`config.mk`:
```
export PLATFORM = sky130hd
export DESIGN_NAME = blink_pixel_stage
export DESIGN_NICKNAME = d
export VERILOG_FILES = /design/src/rtl/blink_pkg.sv /design/src/rtl/blink_alu.sv /design/src/rtl/blink_out_reg.sv /design/src/rtl/blink_pixel_stage.sv
export SDC_FILE = /design/constraint.sdc
export NUM_CORES = 1
export LEC_CHECK = 0
export BUFFER_PORTS_ARGS = -buffer_cell sky130_fd_sc_hd__buf_4
export CORE_MARGIN = 2
export CORE_UTILIZATION = 50
export DETAILED_ROUTE_END_ITERATION = 6
export PLACE_DENSITY = 0.78
export SLEW_MARGIN = 30
export SYNTH_ARGS = -nofsm -noshare
export SYNTH_HDL_FRONTEND = slang
export SYNTH_SLANG_ARGS = --single-unit
```
`constraint.sdc`:
```
create_clock -name clk -period 2.2 [get_ports clk]
set_input_delay 0.11 -clock clk [delete_from_list [all_inputs] [get_ports clk]]
set_output_delay 0.11 -clock clk [all_outputs]
set_load 0.02 [all_outputs]
```
`src/rtl/blink_pkg.sv`:
```
// Package: blink operation codes shared by the pixel stage and its units.
// Assumes a 4-bit mode field. Codes not listed here select pass-through.
package blink_pkg;
    localparam int MODE_W = 4;

    typedef enum logic [MODE_W-1:0] {
        BM_OR        = 4'b0010,
        BM_XOR       = 4'b0011,
        BM_REPLACE   = 4'b0100,
        BM_ADD_WHOLE = 4'b0101,
        BM_ADD_RGB   = 4'b0110,
        BM_DIM       = 4'b1100,
        BM_BRIGHT    = 4'b1101
    } blink_mode_e;
endpackage

```
`src/rtl/blink_alu.sv`:
```
// Module: blink_alu
// Combinational pixel rewrite for one blink operation.
// Assumes PIX_W is a whole multiple of CH_W.
// Returns the pixel unchanged when 'active' is low or the code is unused.
module blink_alu
    import blink_pkg::*;
#(
    parameter int PIX_W = 24,
    parameter int CH_W  = 8
) (
    input  logic [PIX_W-1:0]  pixel,
    input  logic              active,
    input  logic [MODE_W-1:0] mode,
    input  logic [PIX_W-1:0]  mask,
    input  logic [PIX_W-1:0]  offset,
    output logic [PIX_W-1:0]  result
);
    localparam int NCH = PIX_W / CH_W;

    logic [PIX_W-1:0] rgb_sum;
    logic [PIX_W:0]   inc_ext;
    logic [PIX_W-1:0] bright_val;

    // Per-channel add: each byte wraps on its own, with no carry into the next.
    for (genvar c = 0; c < NCH; c++) begin : g_chan
        assign rgb_sum[c*CH_W +: CH_W] = pixel[c*CH_W +: CH_W] + offset[c*CH_W +: CH_W];
    end

    // Saturating increment for the bright mode.
    always_comb begin
        inc_ext    = {1'b0, pixel} + (PIX_W+1)'(1);
        bright_val = inc_ext[PIX_W] ? {PIX_W{1'b1}} : inc_ext[PIX_W-1:0];
    end

    // Pick the operation from the mode code; pass through when inactive.
    always_comb begin
        result = pixel;
        if (active) begin
            case (mode)
                BM_OR:        result = pixel | mask;
                BM_XOR:       result = pixel ^ mask;
                BM_REPLACE:   result = offset;
                BM_ADD_WHOLE: result = pixel + offset;
                BM_ADD_RGB:   result = rgb_sum;
                BM_DIM:       result = {1'b0, pixel[PIX_W-1:1]};
                BM_BRIGHT:    result = bright_val;
                default:      result = pixel;
            endcase
        end
    end
endmodule

```
`src/rtl/blink_out_reg.sv`:
```
// Module: blink_out_reg
// Output register: captures the rewritten pixel and steers it either to
// the lookup-table index or to the direct colour-mux path.
// Assumes a synchronous active-low reset. The unused path is held at zero.
module blink_out_reg #(
    parameter int PIX_W = 24
) (
    input  logic             clk,
    input  logic             rst_n,
    input  logic             valid_d,
    input  logic             lut_en_d,
    input  logic [PIX_W-1:0] value_d,
    output logic             valid_q,
    output logic             lut_sel_q,
    output logic [PIX_W-1:0] index_q,
    output logic [PIX_W-1:0] mux_q
);
    // Register the valid bit, the route bit and the steered data.
    always_ff @(posedge clk) begin
        if (!rst_n) begin
            valid_q   <= 1'b0;
            lut_sel_q <= 1'b0;
            index_q   <= '0;
            mux_q     <= '0;
        end else begin
            valid_q   <= valid_d;
            lut_sel_q <= lut_en_d;
            index_q   <= lut_en_d ? value_d : '0;
            mux_q     <= lut_en_d ? '0 : value_d;
        end
    end

    // The path that is not selected stays at zero.
    AST_IDLE_PATH_ZERO: assert property (@(posedge clk) disable iff (!rst_n)
        lut_sel_q ? (mux_q == '0) : (index_q == '0));
endmodule

```
`src/rtl/blink_pixel_stage.sv`:
```
// Module: blink_pixel_stage
// One pipeline stage of the raster engine: applies the selected blink
// operation to flagged pixels during the active phase, then registers the
// result towards the lookup table or the colour mux. Fixed one-cycle latency.
// Assumes synchronous active-low reset and operands that are stable for the
// cycle in which they are sampled.
module blink_pixel_stage
    import blink_pkg::*;
#(
    parameter int PIX_W = 24,
    parameter int CH_W  = 8
) (
    input  logic              clk,
    input  logic              rst_n,
    input  logic              in_valid,
    input  logic [PIX_W-1:0]  in_pixel,
    input  logic              in_blink,
    input  logic              blink_phase,
    input  logic [MODE_W-1:0] blink_mode,
    input  logic [PIX_W-1:0]  mask_word,
    input  logic [PIX_W-1:0]  offset_word,
    input  logic              lut_en,
    output logic              out_valid,
    output logic              out_lut_sel,
    output logic [PIX_W-1:0]  out_lut_index,
    output logic [PIX_W-1:0]  out_mux_pixel
);
    logic             blink_active;
    logic [PIX_W-1:0] new_pixel;
    logic [PIX_W-1:0] out_value;

    // A pixel is rewritten only if it is flagged and the phase is on.
    assign blink_active = in_blink & blink_phase;

    blink_alu #(.PIX_W(PIX_W), .CH_W(CH_W)) u_alu (
        .pixel  (in_pixel),
        .active (blink_active),
        .mode   (blink_mode),
        .mask   (mask_word),
        .offset (offset_word),
        .result (new_pixel)
    );

    blink_out_reg #(.PIX_W(PIX_W)) u_oreg (
        .clk       (clk),
        .rst_n     (rst_n),
        .valid_d   (in_valid),
        .lut_en_d  (lut_en),
        .value_d   (new_pixel),
        .valid_q   (out_valid),
        .lut_sel_q (out_lut_sel),
        .index_q   (out_lut_index),
        .mux_q     (out_mux_pixel)
    );

    // Whichever path is live, seen at the ports.
    assign out_value = out_lut_sel ? out_lut_index : out_mux_pixel;

    AST_VALID_LATENCY: assert property (@(posedge clk) disable iff (!rst_n)
        $past(rst_n) |-> (out_valid == $past(in_valid)));
    AST_ROUTE_FOLLOWS: assert property (@(posedge clk) disable iff (!rst_n)
        $past(rst_n) |-> (out_lut_sel == $past(lut_en)));
    AST_NO_BLINK_PASS: assert property (@(posedge clk) disable iff (!rst_n)
        !blink_active |=> (out_value == $past(in_pixel)));
    AST_DIM_MSB_CLEAR: assert property (@(posedge clk) disable iff (!rst_n)
        (blink_active && blink_mode == BM_DIM) |=> (out_value[PIX_W-1] == 1'b0));
    AST_BRIGHT_NO_DROP: assert property (@(posedge clk) disable iff (!rst_n)
        (blink_active && blink_mode == BM_BRIGHT) |=> (out_value >= $past(in_pixel)));
endmodule

```
==> results.json <==
{
  "hold_class": "in2reg",
  "rsz0062_at_grt": "true",
  "cts-root-buf": "clkbuf_8",
  "die-height_microns": 109.3,
  "areaGrowthSynthToFinish_pct": 40.61,
  "critPathCaptureType": "flip-flop",
  "synth_fp_nets": 893,
  "firstDrtPassIters": 6,
  "max_freq_mhz": 457.3,
  "htreeDepth": 2,
  "fill_cells": 869,
  "post-route-period-util": 0.9941,
  "totalPowerFinal_mw": 3.142,
  "p_per_area_nw_per_um2": 403.4,
  "synth_ff_type": "dfxtp_1",
  "vdd_drop_max_uv": 479.1,
  "grt_overflow_total": 0,
  "crit_required_ps": 2400,
  "synth_top_area_cell": "dfxtp_1",
  "start_util": 0.5110,
  "synth_top_cell_area_share": 0.1807,
  "grt_pass1_wl_mm": 35.94,
  "power_leakage_nw": 3.589,
  "ant_nets": 0,
  "antenna_found_initial": 0,
  "num_vias": 7194,
  "cts_tree": "built",
  "syn_inst": 760,
  "hpwlAfterDp_mm": 19.37,
  "pin_count": 132,
  "finalNonFillerCells": 1131,
  "yosysUniqueCellTypes": 88,
  "clk_pin_slew_ps": 80,
  "drt_iter0_drc": 1012,
  "rows": 38,
  "clock_path_buffers": 2,
  "outcome": "finished clean",
  "multi_input_area_sq_um": 4175,
  "path_max_fanout": 4,
  "wl_per_cell_microns": 21.26,
  "nNetsFinal": 1123,
  "yosysWarnings": 0,
  "final_hold_viol_count": 0,
  "regArea_sq_um": 1001,
  "track_usage": 0.3983,
  "synth-edff-count": 0,
  "cts-buffers-inserted": 5,
  "dp.cells": 1120,
  "portBuffers": 131,
  "synth_area_leaders": "dfxtp_1 (18%), ha_1 (11%), a21oi_1 (5.2%), nor2_1 (4.5%), nand2_1 (4.5%)",
  "final.setup.tns_ps": 0,
  "hold_depth": 2,
  "dieArea_sq_um": 11940,
  "antenna_cells": 0,
  "ys_seq_area_frac": 0.1807,
  "synth-async-reset-ratio": 0,
  "worstSetupPathType": "in2reg",
  "worst_pin_slew_ps": 613.7,
  "gp_congestion": 1.111,
  "relSlewSlack": 0.5900,
  "wl_mm": 24.05,
  "arrival_ps": 2380,
  "slew_viol_final": 0,
  "design.core.area_sq_um": 10840,
  "grt_max_degree": 21,
  "ys_ff_latch": 50,
  "grt_pass1_vias": 6656,
  "min_from": "in_valid",
  "viasPerCell": 6.361,
  "setup_violations": 0,
  "clock_sinks": 50,
  "period_needed_ps": 2187,
  "dieWidth_microns": 109.3,
  "maxCapViolCount": 0,
  "drc": 0,
  "min_to": "u_oreg.valid_q",
  "layout-drive-gt1-share": 0.3189,
  "synth_area_sq_um": 5539,
  "avgSynthCellArea_sq_um": 7.288,
  "critPathLaunchType": "primary input"
}
-- area by class of cell --
type                    count  share of cell area
clock buffers               8             0.01414
well taps                 140             0.02249
repair buffers            274              0.2699
multi-input cells         599              0.5361
flip-flops and latches     50              0.1285
inverters                  60             0.02892
-- critical path, cell delays in order --
cell and delay [ps]:
buf_6 100, ha_4 160, fa_2 370, a21o_1 200
a221o_1 420, buf_4 180, xor2_1 150, a221oi_2 340
a21oi_1 110, o21ai_1 170, nor2_1 60
-- per-layer routing --
layer  global-route usage  wire, microns
met1               0.5546           9436
met2               0.5963          10240
met3              0.08787           3532
met4               0.1537            843
met5                    0              0
-- synthesized netlist by cell type, types with 4 or more instances --
library cell / instances
o21ai_1: 5
o21ai_0: 43
buf_2: 25
a221o_1: 4
nor2_1: 67
o31ai_1: 4
a31oi_1: 18
mux2i_1: 12
clkbuf_1: 23
nand2b_1: 6
o21a_1: 5
xor2_1: 10
o221ai_1: 7
or3_1: 11
nand3_1: 22
a211oi_1: 6
nand2_1: 66
o22ai_1: 8
and3_1: 8
o211ai_1: 10
o32ai_1: 4
a22oi_1: 4
inv_1: 59
o2bb2ai_1: 4
ha_1: 48
a21oi_1: 58
o31a_1: 7
nand4_1: 18
nor2b_1: 5
dfxtp_1: 50
xnor2_1: 12
a21o_1: 10
a222oi_1: 7
nand4bb_1: 4
nor3_1: 27
and2_1: 7
-- stage by stage --
step	instance area, sq um	setup slack (ps)	util	hold WS, ps
2_1_floorplan	5553	2.590	-	231.7
3_3_place_gp	7575	-367.4	0.6988	320.8
3_5_place_dp	7575	-432.7	0.6988	322.5
4_1_cts	7697	12.73	0.7101	2.897
5_1_grt	7789	-77.15	0.7185	0.7071
6_report	7789	13.05	0.7185	6.051
-- power breakdown --
| part | leakage (nW) | internal, mW | switching (mW) |
|---|---|---|---|
| logic | 3.12 | 0.692 | 0.890 |
| registers | 0.410 | 0.948 | 0.0124 |
| clock network | 0.0575 | 0.317 | 0.283 |
| total | 3.59 | 1.96 | 1.18 |
-- placed cells by master, fill, tap and decap left out, types with 11 or more instances in the layout --
master	instances
buf_4	269
nor2_1	66
nand2_1	66
inv_1	59
a21oi_1	58
dfxtp_1	50
ha_1	47
o21ai_0	42
nor3_1	27
nand3_1	22
nand4_1	18
a31oi_1	16
xnor2_1	12
mux2i_1	12
or3_1	11
-- state kept, by name (all words and copies together) (netlist names) --
| signal | cells |
|---|---|
| u_oreg.mux_q | 24 |
| u_oreg.valid_q | 1 |
| u_oreg.lut_sel_q | 1 |
| u_oreg.index_q | 24 |
-- logic make-up after synthesis --
group                    count (synthesis)  share of synthesized area
AND/OR/NAND/NOR                        270                     0.2584
buffers and inverters                  111                    0.08177
multiplexers                            13                    0.02372
adder cells (fa/ha/maj)                 51                     0.1193
flip-flops                              50                     0.1807
XOR/XNOR                                22                    0.03479
AO/OA/AOI/OAI                          243                     0.3013
-- worst max-delay path by stage --
stage                         startpoint            endpoint  slack [ps]  cells past startpoint
final                     offset_word[0]   u_oreg.index_q[6]          10                     11
after global routing      offset_word[0]   u_oreg.index_q[6]         -80                     11
after CTS                    in_pixel[0]   u_oreg.index_q[6]          10                     10
after detailed placement     in_pixel[0]  u_oreg.index_q[14]        -430                     10
after global placement       in_pixel[0]  u_oreg.index_q[14]        -370                     10
after floorplan              in_pixel[0]  u_oreg.index_q[14]           3                      9
-- repair_timing --
item,4_1_cts,5_1_grt
setup endpoints to repair,6,26
hold buffers,0,0
resized for setup,1,12
setup buffers,0,3
pin swaps,3,9
No activity file was read; power rests on OpenSTA's default activity.
